--- src/rtl/aud_fifo_pkg.sv ---
package aud_fifo_pkg;

    typedef enum logic {
        PS_SILENT,
        PS_PLAYING
    } play_state_t;

    typedef enum logic {
        IS_ARMED,
        IS_PENDING
    } irq_state_t;

    localparam logic [1:0] A_SAMPLE = 2'd0;
    localparam logic [1:0] A_STATUS = 2'd1;
    localparam logic [1:0] A_CTRL   = 2'd2;
    localparam logic [1:0] A_WMARK  = 2'd3;

    localparam int ST_HALF_BIT = 8;
    localparam int ST_LOW_BIT  = 9;
    localparam int ST_OVF_BIT  = 10;
    localparam int ST_IRQ_BIT  = 11;

    localparam int CTRL_IRQ_CLR_BIT = 0;
    localparam int CTRL_OVF_CLR_BIT = 1;

endpackage

--- src/rtl/aud_rate_timer.sv ---
module aud_rate_timer #(
    parameter int CLK_HZ  = 125_000_000,
    parameter int RATE_HZ = 8000
) (
    input  logic clk,
    input  logic rst,
    output logic tick
);
    localparam int DIV = CLK_HZ / RATE_HZ;
    localparam int CW  = (DIV > 1) ? $clog2(DIV) : 1;
    localparam logic [CW-1:0] LAST = CW'(DIV - 1);

    logic [CW-1:0] cnt;

    always_ff @(posedge clk) begin
        if (rst)
            cnt <= '0;
        else if (cnt == LAST)
            cnt <= '0;
        else
            cnt <= cnt + 1'b1;
    end

    assign tick = (cnt == LAST);


    tick_gap_chk: assert property (@(posedge clk) disable iff (rst)
        tick |=> !tick);


    tick_wrap_chk: assert property (@(posedge clk) disable iff (rst)
        tick |=> (cnt == '0));

endmodule

--- src/rtl/aud_sample_fifo.sv ---
module aud_sample_fifo #(
    parameter int DEPTH = 16,
    parameter int W     = 8,
    parameter int OCC_W = 5
) (
    input  logic             clk,
    input  logic             rst,
    input  logic             push_req,
    input  logic [W-1:0]     push_data,
    input  logic             pop_req,
    output logic             push_acc,
    output logic             pop_acc,
    output logic [W-1:0]     head,
    output logic [OCC_W-1:0] occ
);
    localparam int PW = (DEPTH > 1) ? $clog2(DEPTH) : 1;
    localparam logic [PW-1:0]    PTR_LAST = PW'(DEPTH - 1);
    localparam logic [OCC_W-1:0] FULL_OCC = OCC_W'(DEPTH);

    logic [W-1:0]  mem [DEPTH];
    logic [PW-1:0] wr_ptr;
    logic [PW-1:0] rd_ptr;

    function automatic logic [PW-1:0] bump(input logic [PW-1:0] p);
        return (p == PTR_LAST) ? '0 : p + 1'b1;
    endfunction

    assign pop_acc  = pop_req && (occ != '0);
    assign push_acc = push_req && ((occ != FULL_OCC) || pop_acc);
    assign head     = mem[rd_ptr];

    always_ff @(posedge clk) begin
        if (push_acc)
            mem[wr_ptr] <= push_data;
    end

    always_ff @(posedge clk) begin
        if (rst) begin
            wr_ptr <= '0;
            rd_ptr <= '0;
            occ    <= '0;
        end else begin
            if (push_acc)
                wr_ptr <= bump(wr_ptr);
            if (pop_acc)
                rd_ptr <= bump(rd_ptr);
            if (push_acc && !pop_acc)
                occ <= occ + 1'b1;
            else if (pop_acc && !push_acc)
                occ <= occ - 1'b1;
        end
    end


    push_count_chk: assert property (@(posedge clk) disable iff (rst)
        (push_acc && !pop_acc) |=> (occ == $past(occ) + OCC_W'(1)));


    full_hold_chk: assert property (@(posedge clk) disable iff (rst)
        (occ == FULL_OCC && push_req && !pop_req) |=> $stable(occ));

endmodule

--- src/rtl/aud_bitrev_pwm.sv ---
module aud_bitrev_pwm #(
    parameter int W = 8
) (
    input  logic         clk,
    input  logic         rst,
    input  logic [W-1:0] level,
    output logic         pwm
);
    logic [W-1:0] ramp;
    logic [W-1:0] ramp_rev;

    always_ff @(posedge clk) begin
        if (rst)
            ramp <= '0;
        else
            ramp <= ramp + 1'b1;
    end

    generate
        for (genvar i = 0; i < W; i++) begin : g_rev
            assign ramp_rev[i] = ramp[W-1-i];
        end
    endgenerate

    always_ff @(posedge clk) begin
        if (rst)
            pwm <= 1'b0;
        else
            pwm <= (ramp_rev < level);
    end


    pwm_zero_chk: assert property (@(posedge clk) disable iff (rst)
        (level == '0) |=> !pwm);

endmodule

--- src/rtl/aud_play_ctrl.sv ---
module aud_play_ctrl
    import aud_fifo_pkg::*;
#(
    parameter int W     = 8,
    parameter int DEPTH = 16,
    parameter int OCC_W = 5
) (
    input  logic             clk,
    input  logic             rst,
    input  logic             tick,
    input  logic [OCC_W-1:0] occ,
    input  logic [W-1:0]     head,
    input  logic             push_acc,
    input  logic             pop_acc,
    input  logic             irq_clr,
    output logic             pop_req,
    output logic [W-1:0]     held,
    output logic             irq_pending
);
    localparam logic [W-1:0]     SILENCE = {1'b1, {(W-1){1'b0}}};
    localparam logic [OCC_W-1:0] HALF_UP = OCC_W'(DEPTH / 2 + 1);

    play_state_t ps_q, ps_d;
    irq_state_t  is_q, is_d;
    logic        empty;
    logic        drain_cross;
    logic [W-1:0] smp_q;

    assign empty       = (occ == '0);
    assign drain_cross = pop_acc && !push_acc && (occ == HALF_UP);

    always_ff @(posedge clk) begin
        if (rst) begin
            ps_q <= PS_SILENT;
            is_q <= IS_ARMED;
        end else begin
            ps_q <= ps_d;
            is_q <= is_d;
        end
    end

    always_comb begin
        ps_d = ps_q;
        unique case (ps_q)
            PS_SILENT:  if (tick && !empty) ps_d = PS_PLAYING;
            PS_PLAYING: if (tick && empty)  ps_d = PS_SILENT;
            default:    ps_d = PS_SILENT;
        endcase
        is_d = is_q;
        unique case (is_q)
            IS_ARMED:   if (drain_cross)             is_d = IS_PENDING;
            IS_PENDING: if (irq_clr && !drain_cross) is_d = IS_ARMED;
            default:    is_d = IS_ARMED;
        endcase
    end

    always_comb begin
        pop_req     = tick && !empty;
        held        = (ps_q == PS_PLAYING) ? smp_q : SILENCE;
        irq_pending = (is_q == IS_PENDING);
    end

    always_ff @(posedge clk) begin
        if (rst)
            smp_q <= SILENCE;
        else if (pop_acc)
            smp_q <= head;
    end


    irq_set_chk: assert property (@(posedge clk) disable iff (rst)
        drain_cross |=> irq_pending);


    irq_hold_chk: assert property (@(posedge clk) disable iff (rst)
        (irq_pending && !irq_clr) |=> irq_pending);


    silence_chk: assert property (@(posedge clk) disable iff (rst)
        (tick && empty) |=> (held == SILENCE));

endmodule

--- src/rtl/aud_fifo_out.sv ---
module aud_fifo_out
    import aud_fifo_pkg::*;
#(
    parameter int CLK_HZ   = 125_000_000,
    parameter int RATE_HZ  = 8000,
    parameter int DEPTH    = 16,
    parameter int SAMPLE_W = 8,
    parameter int RD_W     = 16,
    parameter int WM_RESET = 4
) (
    input  logic                clk,
    input  logic                rst,
    input  logic                bus_wr,
    input  logic                bus_rd,
    input  logic [1:0]          bus_addr,
    input  logic [SAMPLE_W-1:0] bus_wdata,
    output logic [RD_W-1:0]     bus_rdata,
    output logic                irq,
    output logic                dma_req,
    output logic                audio_out
);
    localparam int OCC_W = $clog2(DEPTH + 1);
    localparam logic [OCC_W-1:0] HALF = OCC_W'(DEPTH / 2);

    logic                tick;
    logic                push_req;
    logic                push_acc;
    logic                pop_req;
    logic                pop_acc;
    logic [SAMPLE_W-1:0] head;
    logic [SAMPLE_W-1:0] held;
    logic [OCC_W-1:0]    occ;
    logic [OCC_W-1:0]    wmark;
    logic                ovf_q;
    logic                ovf_clr;
    logic                irq_clr;
    logic                irq_pending;
    logic [RD_W-1:0]     status_w;

    assign push_req = bus_wr && (bus_addr == A_SAMPLE);
    assign irq_clr  = bus_wr && (bus_addr == A_CTRL) && bus_wdata[CTRL_IRQ_CLR_BIT];
    assign ovf_clr  = bus_wr && (bus_addr == A_CTRL) && bus_wdata[CTRL_OVF_CLR_BIT];

    aud_rate_timer #(
        .CLK_HZ (CLK_HZ),
        .RATE_HZ(RATE_HZ)
    ) u_timer (
        .clk (clk),
        .rst (rst),
        .tick(tick)
    );

    aud_sample_fifo #(
        .DEPTH(DEPTH),
        .W    (SAMPLE_W),
        .OCC_W(OCC_W)
    ) u_fifo (
        .clk      (clk),
        .rst      (rst),
        .push_req (push_req),
        .push_data(bus_wdata),
        .pop_req  (pop_req),
        .push_acc (push_acc),
        .pop_acc  (pop_acc),
        .head     (head),
        .occ      (occ)
    );

    aud_play_ctrl #(
        .W    (SAMPLE_W),
        .DEPTH(DEPTH),
        .OCC_W(OCC_W)
    ) u_ctrl (
        .clk        (clk),
        .rst        (rst),
        .tick       (tick),
        .occ        (occ),
        .head       (head),
        .push_acc   (push_acc),
        .pop_acc    (pop_acc),
        .irq_clr    (irq_clr),
        .pop_req    (pop_req),
        .held       (held),
        .irq_pending(irq_pending)
    );

    aud_bitrev_pwm #(
        .W(SAMPLE_W)
    ) u_pwm (
        .clk  (clk),
        .rst  (rst),
        .level(held),
        .pwm  (audio_out)
    );

    always_ff @(posedge clk) begin
        if (rst)
            wmark <= OCC_W'(WM_RESET);
        else if (bus_wr && (bus_addr == A_WMARK))
            wmark <= bus_wdata[OCC_W-1:0];
    end

    always_ff @(posedge clk) begin
        if (rst)
            ovf_q <= 1'b0;
        else if (push_req && !push_acc)
            ovf_q <= 1'b1;
        else if (ovf_clr)
            ovf_q <= 1'b0;
    end

    assign dma_req = (occ < wmark);
    assign irq     = irq_pending;

    always_comb begin
        status_w              = '0;
        status_w[OCC_W-1:0]   = occ;
        status_w[ST_HALF_BIT] = (occ <= HALF);
        status_w[ST_LOW_BIT]  = dma_req;
        status_w[ST_OVF_BIT]  = ovf_q;
        status_w[ST_IRQ_BIT]  = irq_pending;
    end

    always_ff @(posedge clk) begin
        if (rst)
            bus_rdata <= '0;
        else if (bus_rd) begin
            unique case (bus_addr)
                A_STATUS: bus_rdata <= status_w;
                A_WMARK:  bus_rdata <= RD_W'(wmark);
                default:  bus_rdata <= '0;
            endcase
        end
    end


    ovf_sticky_chk: assert property (@(posedge clk) disable iff (rst)
        (ovf_q && !ovf_clr) |=> ovf_q);


    ovf_cause_chk: assert property (@(posedge clk) disable iff (rst)
        $rose(ovf_q) |-> $past(push_req));

endmodule

--- config.mk ---
export PLATFORM = sky130hd
export DESIGN_NAME = aud_fifo_out
export DESIGN_NICKNAME = d
export VERILOG_FILES = /design/src/rtl/aud_fifo_pkg.sv /design/src/rtl/aud_rate_timer.sv /design/src/rtl/aud_sample_fifo.sv /design/src/rtl/aud_bitrev_pwm.sv /design/src/rtl/aud_play_ctrl.sv /design/src/rtl/aud_fifo_out.sv
export SDC_FILE = /design/constraint.sdc
export NUM_CORES = 1
export LEC_CHECK = 0
export CORE_ASPECT_RATIO = 2
export CORE_MARGIN = 4
export CORE_UTILIZATION = 46
export CTS_CLUSTER_DIAMETER = 80
export CTS_CLUSTER_SIZE = 28
export DETAILED_ROUTE_END_ITERATION = 8
export PLACE_DENSITY = 0.68
export SYNTH_ARGS = -nofsm -noshare
export SYNTH_HDL_FRONTEND = slang
export SYNTH_SLANG_ARGS = --single-unit
--- constraint.sdc ---
create_clock -name clk -period 2.9 [get_ports clk]
set_input_delay 0.435 -clock clk [delete_from_list [all_inputs] [get_ports clk]]
set_output_delay 0.435 -clock clk [all_outputs]
set_load 0.05 [all_outputs]
==> flow_summary.json, run 1 <==
{
  "fin_nets": 657,
  "hold_buffers": 0,
  "ys_ff_latch": 189,
  "cts_setup_buffers": 0,
  "p_per_area_nw_per_um2": 582,
  "finalSetupViolCount": 0,
  "required_ns": 3.20,
  "routed_via_density": 5.57,
  "insertion_delay_ns": 0.43,
  "htree_levels": 4,
  "antenna_found_initial": 0,
  "grt.total_usage_pct": 17.0,
  "drc_errors": 0,
  "hp-start": "bus_rdata[3]$_SDFFE_PP0P_",
  "fill_cells": 1414,
  "layout-drive-gt1-share_pct": 18.6,
  "r2r_cells": 10,
  "hold_viol": 0,
  "cts_root_buffer": "clkbuf_16",
  "fin_cells": 843,
  "reg2reg_from": "u_timer.cnt[0]$_SDFF_PP0_",
  "syn_area_sq_um": 8120,
  "ys.flop_type": "edfxtp_1",
  "cp_max_fo": 6,
  "area_growth_pct": 14.3,
  "routabilityCongestion": 0.841,
  "netlist.area_leader.share_pct": 47.3,
  "diodes": 0,
  "grt_pass1_wl_mm": 25.8,
  "grt_pass1_vias": 4821,
  "ir_drop_v": 0.000354,
  "dpl.hpwl_mm": 11.6,
  "boundaryPins": 33,
  "hold_class": "flop to flop",
  "min_period_ns": 2.69,
  "vias": 4693,
  "synth_area_leader_cell": "edfxtp_1",
  "arrival_ns": 3.00,
  "postRouteAntennaNets": 0,
  "routed_wl_mm": 16.2,
  "status": "finished clean",
  "hold_depth": 2,
  "skew_ns": 0.0106,
  "coreArea_sq_um": 17300,
  "ys_warn_count": 0,
  "start_util_pct": 47.0,
  "grt_setup_unrepaired": "false",
  "total_power_mw": 5.40,
  "grt_max_degree": 38,
  "relSlewSlack_pct": 51.4,
  "worst_pin_slew_ns": 0.727,
  "cts-resized-gates": 0,
  "layout_setup_ws_ns": 0.206,
  "fp-row-count": 68,
  "cts_tree": "built",
  "wl_per_cell_um": 19.2,
  "port_buffers": 25,
  "fmax_mhz": 371,
  "rrSetupSlack_ns": 0.21,
  "numPlacedInstances": 811,
  "cts.reportedPaths.clkPinSlew_ns": 0.07,
  "ys_seq_area_share_pct": 62.4,
  "maxCapViolCount": 0,
  "synth_area_per_cell_sq_um": 14.1,
  "synth.distinct_cells": 65,
  "dieArea_sq_um": 20000,
  "layout_worst_path_cycle_share_pct": 92.9,
  "r2r_end": "u_fifo.occ[4]$_SDFFE_PP0P_",
  "drv_slew": 0,
  "synth_top_cells_by_area": "edfxtp_1 (47%), dfxtp_1 (15%), mux4_2 (8.9%)",
  "critPathLaunchType": "flop",
  "drt_first_pass_iters": 4,
  "fp.dieH_um": 196,
  "p_leak_nw": 3.16,
  "cts_buffers": 17,
  "die_x_um": 102,
  "drt_iter0_markers": 212,
  "whs_endpoint": "bus_rdata[3]$_SDFFE_PP0P_",
  "synth_common_cells": "edfxtp_1 (128), dfxtp_1 (61), nor2_1 (48)",
  "synth_edf_count": 128,
  "cts.sinks": 189,
  "register_area_sq_um": 5070,
  "overflow": 0,
  "synth_most_common_cell": "edfxtp_1",
  "multiInputGateArea_sq_um": 2820,
  "critPathKind": "flop to flop",
  "critical_path.endpoint_type": "flop",
  "whs_ns": 0.470,
  "netlist_instances": 574,
  "pre_cts_ws_ns": -0.0734,
  "synthArstFlopShare_pct": 0,
  "cts_buffer_depth": 2
}
[kinds of logic (layout without fill, tap and decap cells)]
family / count (synthesis) / after routing / synth area share [%]
other cells: 1 / 7 / 0.0462
buf+inv: 51 / 104 / 3.20
compound gates: 80 / 80 / 7.07
fa+ha+maj: 23 / 23 / 3.64
mux: 44 / 44 / 10.4
flops: 189 / 189 / 62.4
simple gates: 166 / 166 / 11.1
xor+xnor: 20 / 20 / 2.16
[registers in the layout (all words and copies together), names as in the netlist, named ones only]
register	count
u_fifo.rd_ptr	4
u_ctrl.irq_pending	1
u_pwm.pwm	1
ovf_q	1
u_ctrl.smp_q	8
u_fifo.occ	5
u_pwm.ramp	8
bus_rdata	9
u_fifo.mem	128
u_timer.cnt	14
wmark	5
u_fifo.wr_ptr	4
[where the power goes]
group | switching (mW) | internal, mW
Clock | 1.05 | 1.13
Sequential | 0.0245 | 2.90
Combinational | 0.187 | 0.115
Total | 1.26 | 4.14
[cell type report]
cell class | count | share of cell area (%)
Sequential cell | 189 | 54.6
Multi-Input combinational cell | 340 | 30.4
Timing Repair Buffer | 59 | 5.64
Clock buffer | 17 | 4.58
Tap cell | 210 | 2.83
Clock inverter | 15 | 1.42
Inverter | 13 | 0.526
[how the worst max path moves through the flow]
stage / cells after the start / startpoint / slack (ns) / end
final: 10 / u_timer.cnt[0]$_SDFF_PP0_ / 0.21 / u_fifo.occ[4]$_SDFFE_PP0P_
after global routing: 10 / u_timer.cnt[0]$_SDFF_PP0_ / 0.02 / u_fifo.occ[4]$_SDFFE_PP0P_
after CTS: 10 / u_timer.cnt[0]$_SDFF_PP0_ / 0.11 / u_fifo.occ[4]$_SDFFE_PP0P_
after detailed placement: 8 / bus_addr[0] / -0.07 / u_fifo.occ[4]$_SDFFE_PP0P_
after global placement: 8 / bus_addr[0] / -0.04 / u_fifo.occ[4]$_SDFFE_PP0P_
after floorplan: 8 / bus_addr[0] / 0.16 / u_fifo.occ[4]$_SDFFE_PP0P_
[per-stage QoR]
step	utilization (%)	instance area, sq um	TNS, ns
floorplan	-	8140	0
global placement	50.5	8720	-0.0386
detailed placement	50.5	8720	-0.0734
CTS	53.7	9280	0
global route	53.7	9280	0
finish	53.7	9280	0
[placed cells by master (no fill, tap or decap), types with 5 or more instances in the layout]
master / count
dfxtp_1: 60
conb_1: 7
a221oi_1: 6
mux2_2: 5
edfxtp_1: 128
clkdlybuf4s50_1: 23
nand2b_1: 23
nor2_1: 48
o21ai_0: 6
buf_4: 33
o22ai_1: 7
mux2i_1: 7
xor2_1: 14
nand3_1: 22
clkbuf_16: 17
ha_1: 22
a22o_1: 7
nand2_1: 29
a21oi_1: 24
nor2b_1: 5
xnor2_1: 6
mux4_2: 32
inv_1: 13
nor3_1: 6
[metal layers]
layer	global-route usage, %	share of wire (%)	vias to the layer above
met5	0	0	-
met1	17.7	36	2356
met3	2.99	2.7	17
met2	33.3	60	75
met4	5.40	1.7	0
li1	-	-	2245
[critical path: stages, from the launching register on]
cell	delay, ns
dfxtp_1	0.36
inv_1	0.07
ha_1	0.14
nor4b_4	0.23
nand4_2	0.17
o211ai_2	0.27
ha_1	0.30
a21o_1	0.19
a21oi_2	0.22
nor3_1	0.08
or4_1	0.53
No activity file was read; power rests on OpenSTA's default activity.
==> inputs of run 2 (changes only) <==
--- a/config.mk
+++ b/config.mk
@@ -7,11 +7,11 @@
 export LEC_CHECK = 0
 export CORE_ASPECT_RATIO = 2
 export CORE_MARGIN = 4
-export CORE_UTILIZATION = 46
+export CORE_UTILIZATION = 55
 export CTS_CLUSTER_DIAMETER = 80
 export CTS_CLUSTER_SIZE = 28
 export DETAILED_ROUTE_END_ITERATION = 8
-export PLACE_DENSITY = 0.68
+export PLACE_DENSITY = 0.78
 export SYNTH_ARGS = -nofsm -noshare
 export SYNTH_HDL_FRONTEND = slang
 export SYNTH_SLANG_ARGS = --single-unit
==> constraint.sdc (replaced) <==
create_clock -name clk -period 2.4 [get_ports clk]
set_input_delay 0.36 -clock clk [delete_from_list [all_inputs] [get_ports clk]]
set_output_delay 0.36 -clock clk [all_outputs]
set_load 0.05 [all_outputs]
==> flow_summary.json, run 2 (synthesis gave the netlist of run 1 again) <==
{
  "status": "finished with violations",
  "violations": "negative setup slack",
  "critPathKind": "flop to flop",
  "cts_buffer_depth": 2,
  "power.clock.fraction_pct": 42.4,
  "fmax_mhz": 396,
  "layout_worst_path_cycle_share_pct": 105,
  "largest_reg_flops": 128,
  "area_growth_pct": 18.1,
  "arrival_ns": 2.83,
  "cp_max_fo": 4,
  "layout_setup_ws_ns": -0.124,
  "path_delay_family": "simple AND/OR/NAND/NOR gates",
  "max_stage_delay_ns": 0.53,
  "antenna_found_initial": 0,
  "ir_drop_v": 0.000649,
  "fin_cells": 849,
  "drc_errors": 0,
  "power.switching_mw": 1.71,
  "fp.dieH_um": 180,
  "drt_iter0_markers": 355,
  "p_per_area_nw_per_um2": 714,
  "hold_class": "primary input to flop",
  "reg_top3": "u_fifo.mem x128, u_timer.cnt x14, bus_rdata x9",
  "cts.sinks": 189,
  "grt_max_degree": 29,
  "total_power_mw": 6.85,
  "numPlacedInstances": 814,
  "dieArea_sq_um": 16900,
  "routabilityCongestion": 0.820,
  "top_register": "u_fifo.mem",
  "cts_tree": "built",
  "final_cell_mix": "edfxtp_1 (128), dfxtp_1 (58), buf_4 (55)",
  "overflow": 0,
  "worstPathCellList": "inv_2 -> ha_4 -> nor4b_4 -> nand4_4 -> o211ai_4 -> buf_6 -> ha_4 -> a21o_1 -> a21oi_2 -> nor3_1 -> or4_1",
  "fp-row-count": 62,
  "relSlewSlack_pct": 54.4,
  "fin_nets": 681,
  "grt.total_usage_pct": 20.9,
  "cpMaxStageDelayCell": "or4_1",
  "cts.reportedPaths.clkPinSlew_ns": 0.08,
  "cts_root_buffer": "clkbuf_16",
  "layout-drive-gt1-share_pct": 23.4,
  "p_leak_nw": 3.33,
  "register_area_sq_um": 5070,
  "cts_buffers": 17,
  "fill_cells": 1007,
  "grt_setup_unrepaired": "true",
  "postRouteAntennaNets": 0,
  "switching_share_pct": 25.0,
  "p_seq_share_pct": 51.4,
  "route.met2.wl_mm": 10.1,
  "vias": 4925,
  "routed_via_density": 5.80,
  "wl_met3_um": 489,
  "hold_viol": 0,
  "critPathLaunchType": "flop",
  "dpl_cell_area_sq_um": 8920,
  "drv_slew": 0,
  "port_buffers": 25,
  "crit_buf_inv": 2,
  "critical_path.endpoint_type": "flop",
  "setup_tns_ns": -0.124,
  "hold_buffers": 0,
  "insertion_delay_ns": 0.44,
  "die_x_um": 93.9,
  "critical_path.most_common_cell": "ha_4",
  "drt_first_pass_iters": 5,
  "p_int_mw": 5.13,
  "final_common_cell": "edfxtp_1",
  "multiInputGateArea_sq_um": 2880,
  "routed_wl_mm": 16.8,
  "grt_pass1_vias": 5358,
  "dpl.hpwl_mm": 11.8,
  "worst_pin_slew_ns": 0.684,
  "min_period_ns": 2.52,
  "diodes": 0,
  "coreArea_sq_um": 14400,
  "finalInstanceArea_sq_um": 9590,
  "finalSetupViolCount": 1,
  "top_layer_used": "met4",
  "htree_levels": 4,
  "wl_per_cell_um": 19.7,
  "required_ns": 2.71,
  "skew_ns": 0.0130,
  "maxCapViolCount": 0,
  "combPwrFrac_pct": 6.2,
  "start_util_pct": 56.3,
  "wl_met1_mm": 5.72,
  "boundaryPins": 33,
  "grt_pass1_wl_mm": 26.8
}
## run 2: worst register-to-register path, cell delays in order, from the launching register on
cell and delay, ns:
dfxtp_2 0.33, inv_2 0.06, ha_4 0.12, nor4b_4 0.25, nand4_4 0.14, o211ai_4 0.21, buf_6 0.15, ha_4 0.20
a21o_1 0.16, a21oi_2 0.18, nor3_1 0.06, or4_1 0.53
## run 2: cell type report
type	count	share of cell area [%]
clock buffers	17	4.43
multi-input cells	340	30.1
well taps	192	2.50
clock inverters	15	2.15
inverters	13	0.509
repair buffers	83	7.50
flip-flops and latches	189	52.8
## run 2: worst paths after layout
path | from | end | slack [ns] | depth (start not counted)
setup / recovery | u_timer.cnt[1]$_SDFF_PP0_ | u_fifo.occ[4]$_SDFFE_PP0P_ | -0.12 | 11
setup reg to reg | u_timer.cnt[1]$_SDFF_PP0_ | u_fifo.occ[4]$_SDFFE_PP0P_ | -0.12 | 11
hold reg to reg | bus_rdata[3]$_SDFFE_PP0P_ | bus_rdata[3]$_SDFFE_PP0P_ | 0.47 | 2
hold / removal | rst | u_fifo.wr_ptr[2]$_SDFFE_PP0P_ | 0.31 | 2
## run 2: stage by stage
stage          worst slack (ns)  hold slack, ns  utilization [%]
6_report                 -0.124           0.314             66.5
5_1_grt                  -0.256           0.318             66.5
4_1_cts                  -0.126           0.295             66.4
3_5_place_dp             -0.413           0.460             61.8
3_3_place_gp             -0.303           0.453             61.8
2_1_floorplan            -0.124           0.429                -
## run 2: power groups by stage
stage                     Combinational (mW)  Sequential, mW  Clock (mW)
after global routing                   0.463            3.52        3.08
final                                  0.425            3.52        2.90
after CTS                              0.423            3.52        2.95
after global placement                 0.391            3.59           0
after floorplan                        0.229            3.61           0
after detailed placement               0.413            3.59           0
## run 2: layer usage
layer	up-vias	GRT usage (%)
li1	2298	-
met1	2476	20.3
met2	123	41.3
met3	28	3.43
met4	0	9.09
met5	-	0
## run 2: repair_timing
action,4_1_cts,5_1_grt
setup endpoints to repair,1,3
gates cloned,0,0
pin swaps,5,4
resized for setup,1,3
buffers inserted,3,0
==> inputs of run 3 (changes only) <==
--- a/config.mk
+++ b/config.mk
@@ -7,11 +7,11 @@
 export LEC_CHECK = 0
 export CORE_ASPECT_RATIO = 2
 export CORE_MARGIN = 4
-export CORE_UTILIZATION = 55
+export CORE_UTILIZATION = 60
 export CTS_CLUSTER_DIAMETER = 80
 export CTS_CLUSTER_SIZE = 28
 export DETAILED_ROUTE_END_ITERATION = 8
-export PLACE_DENSITY = 0.78
+export PLACE_DENSITY = 0.76
 export SYNTH_ARGS = -nofsm -noshare
 export SYNTH_HDL_FRONTEND = slang
 export SYNTH_SLANG_ARGS = --single-unit
==> constraint.sdc (replaced) <==
create_clock -name clk -period 2.5 [get_ports clk]
set_input_delay 0.375 -clock clk [delete_from_list [all_inputs] [get_ports clk]]
set_output_delay 0.375 -clock clk [all_outputs]
set_load 0.05 [all_outputs]
==> flow_summary.json, run 3 (synthesis gave the netlist of run 1 again) <==
{
  "status": "finished with violations",
  "violations": "negative setup slack",
  "r2r_cells": 12,
  "arrival_ns": 2.87,
  "area_growth_pct": 17.1,
  "final_cell_mix": "edfxtp_1 (128), dfxtp_1 (58), nor2_1 (48), buf_4 (48), mux4_2 (32)",
  "p_leak_nw": 3.31,
  "cts.reportedPaths.clkPinSlew_ns": 0.08,
  "vias": 4882,
  "coreArea_sq_um": 13100,
  "hp-start": "rst",
  "drt_iter0_markers": 285,
  "grt_pass1_vias": 5051,
  "reg2reg_from": "u_timer.cnt[0]$_SDFF_PP0_",
  "hold_depth": 2,
  "critPathKind": "flop to flop",
  "port_buffers": 25,
  "boundaryPins": 33,
  "cpMaxStageDelayCell": "or4_1",
  "fill_cells": 843,
  "insertion_delay_ns": 0.44,
  "drc_errors": 0,
  "layout_worst_path_cycle_share_pct": 102,
  "routed_wl_mm": 16.0,
  "drt_first_pass_iters": 5,
  "whs_ns": 0.321,
  "diodes": 0,
  "cts_tree": "built",
  "required_ns": 2.82,
  "max_stage_delay_ns": 0.53,
  "critPathLaunchType": "flop",
  "layout-drive-gt1-share_pct": 22.6,
  "fp-row-count": 59,
  "cp_max_fo": 4,
  "grt_max_degree": 39,
  "antenna_found_initial": 0,
  "rrSetupSlack_ns": -0.05,
  "cts_buffer_depth": 2,
  "postRouteAntennaNets": 0,
  "hold_viol": 0,
  "wl_per_cell_um": 20.0,
  "register_area_sq_um": 5070,
  "maxCapViolCount": 0,
  "hold_class": "primary input to flop",
  "fmax_mhz": 392,
  "r2r_end": "u_fifo.occ[4]$_SDFFE_PP0P_",
  "largest_reg_flops": 128,
  "worst_pin_slew_ns": 0.701,
  "layout_setup_ws_ns": -0.0537,
  "htree_levels": 4,
  "critical_path.endpoint_type": "flop",
  "cts.sinks": 189,
  "fp.dieH_um": 173,
  "p_per_area_nw_per_um2": 698,
  "dieArea_sq_um": 15600,
  "relSlewSlack_pct": 53.2,
  "skew_ns": 0.0117,
  "ir_drop_v": 0.000622,
  "grt_pass1_wl_mm": 26.0,
  "worstPathCellList": "inv_2 -> ha_4 -> nor4b_4 -> nand4_4 -> o211ai_4 -> buf_4 -> fa_1 -> a21o_1 -> a21oi_4 -> nand4b_1 -> o211ai_1 -> or4_1",
  "final_common_cell": "edfxtp_1",
  "cts_root_buffer": "clkbuf_16",
  "whs_endpoint": "u_fifo.wr_ptr[0]$_SDFFE_PP0P_",
  "routabilityCongestion": 0.815,
  "finalSetupViolCount": 1,
  "top_register": "u_fifo.mem",
  "grt.total_usage_pct": 21.6,
  "routed_via_density": 6.09,
  "drv_slew": 0,
  "total_power_mw": 6.64,
  "multiInputGateArea_sq_um": 2890,
  "fin_nets": 674,
  "grt_setup_unrepaired": "true",
  "overflow": 0,
  "cts_buffers": 17,
  "min_period_ns": 2.55,
  "die_x_um": 90.3,
  "dpl.hpwl_mm": 11.0,
  "start_util_pct": 61.8,
  "reg_top3": "u_fifo.mem x128, u_timer.cnt x14, bus_rdata x9"
}
## run 3: cell count changes in the layout (fill, tap and decap cells not counted)
cell,previous run,this run
buf_4,55,48
inv_12,5,7
inv_8,3,1
a21oi_2,3,2
a21oi_4,1,2
clkinv_8,4,3
inv_16,0,1
nand3_1,21,22
nand3_2,1,0
nor3_1,6,5
nor3_2,0,1
## run 3: worst max-delay path: cells and delay by family (launching register included)
| family | cells | cell delay [ns] |
|---|---|---|
| fa+ha+maj | 2 | 0.29 |
| simple gates | 4 | 1.07 |
| compound gates | 4 | 0.55 |
| buf+inv | 2 | 0.20 |
| flops | 1 | 0.33 |
## run 3: what timing repair did
item | CTS | global route
pin swaps | 4 | 8
setup buffers | 1 | 2
hold buffers | 0 | 0
gates resized for setup | 1 | 4
setup endpoints to repair | 1 | 2
## run 3: area by class of cell
type / instances / area share, %
Clock buffer: 17 / 4.47
Sequential cell: 189 / 53.3
Clock inverter: 15 / 2.32
Timing Repair Buffer: 76 / 7.01
Inverter: 13 / 0.513
Multi-Input combinational cell: 340 / 30.4
Tap cell: 152 / 2.00
## run 3: worst max path at each step
| stage | start | to | slack (ns) | cells past startpoint |
|---|---|---|---|---|
| floorplan | u_timer.cnt[1]$_SDFF_PP0_ | u_fifo.occ[4]$_SDFFE_PP0P_ | -0.02 | 10 |
| global placement | bus_addr[0] | u_fifo.occ[4]$_SDFFE_PP0P_ | -0.22 | 8 |
| detailed placement | bus_addr[0] | u_fifo.occ[4]$_SDFFE_PP0P_ | -0.25 | 9 |
| CTS | u_timer.cnt[1]$_SDFF_PP0_ | u_fifo.occ[4]$_SDFFE_PP0P_ | -0.05 | 11 |
| global route | u_timer.cnt[0]$_SDFF_PP0_ | u_fifo.occ[4]$_SDFFE_PP0P_ | -0.13 | 11 |
| finish | u_timer.cnt[0]$_SDFF_PP0_ | u_fifo.occ[4]$_SDFFE_PP0P_ | -0.05 | 12 |
## run 3: report_power, final
part	switching [mW]	total, mW	internal, mW
combinational	0.240	0.403	0.163
clock	1.43	2.86	1.42
sequential	0.0191	3.38	3.36
total	1.69	6.64	4.95
## run 3: metrics by stage
stage	cell area, sq um	util, %	setup WS (ns)	std cells	TNS [ns]
6_report	9510	72.4	-0.0537	802	-0.0537
5_1_grt	9510	72.4	-0.126	802	-0.189
4_1_cts	9480	72.1	-0.0500	800	-0.0500
3_5_place_dp	8820	67.1	-0.248	767	-0.261
3_3_place_gp	8820	67.1	-0.221	767	-0.221
2_1_floorplan	8200	-	-0.0243	580	-0.0243
## run 3: per-layer routing
layer  wire [um]  global-route usage, %  vias to the layer above
met4         401                   9.02                        0
met2        9390                   40.9                      132
met5           0                      0                        -
li1            -                      -                     2279
met3         457                   3.74                       31
met1        5760                   23.3                     2440
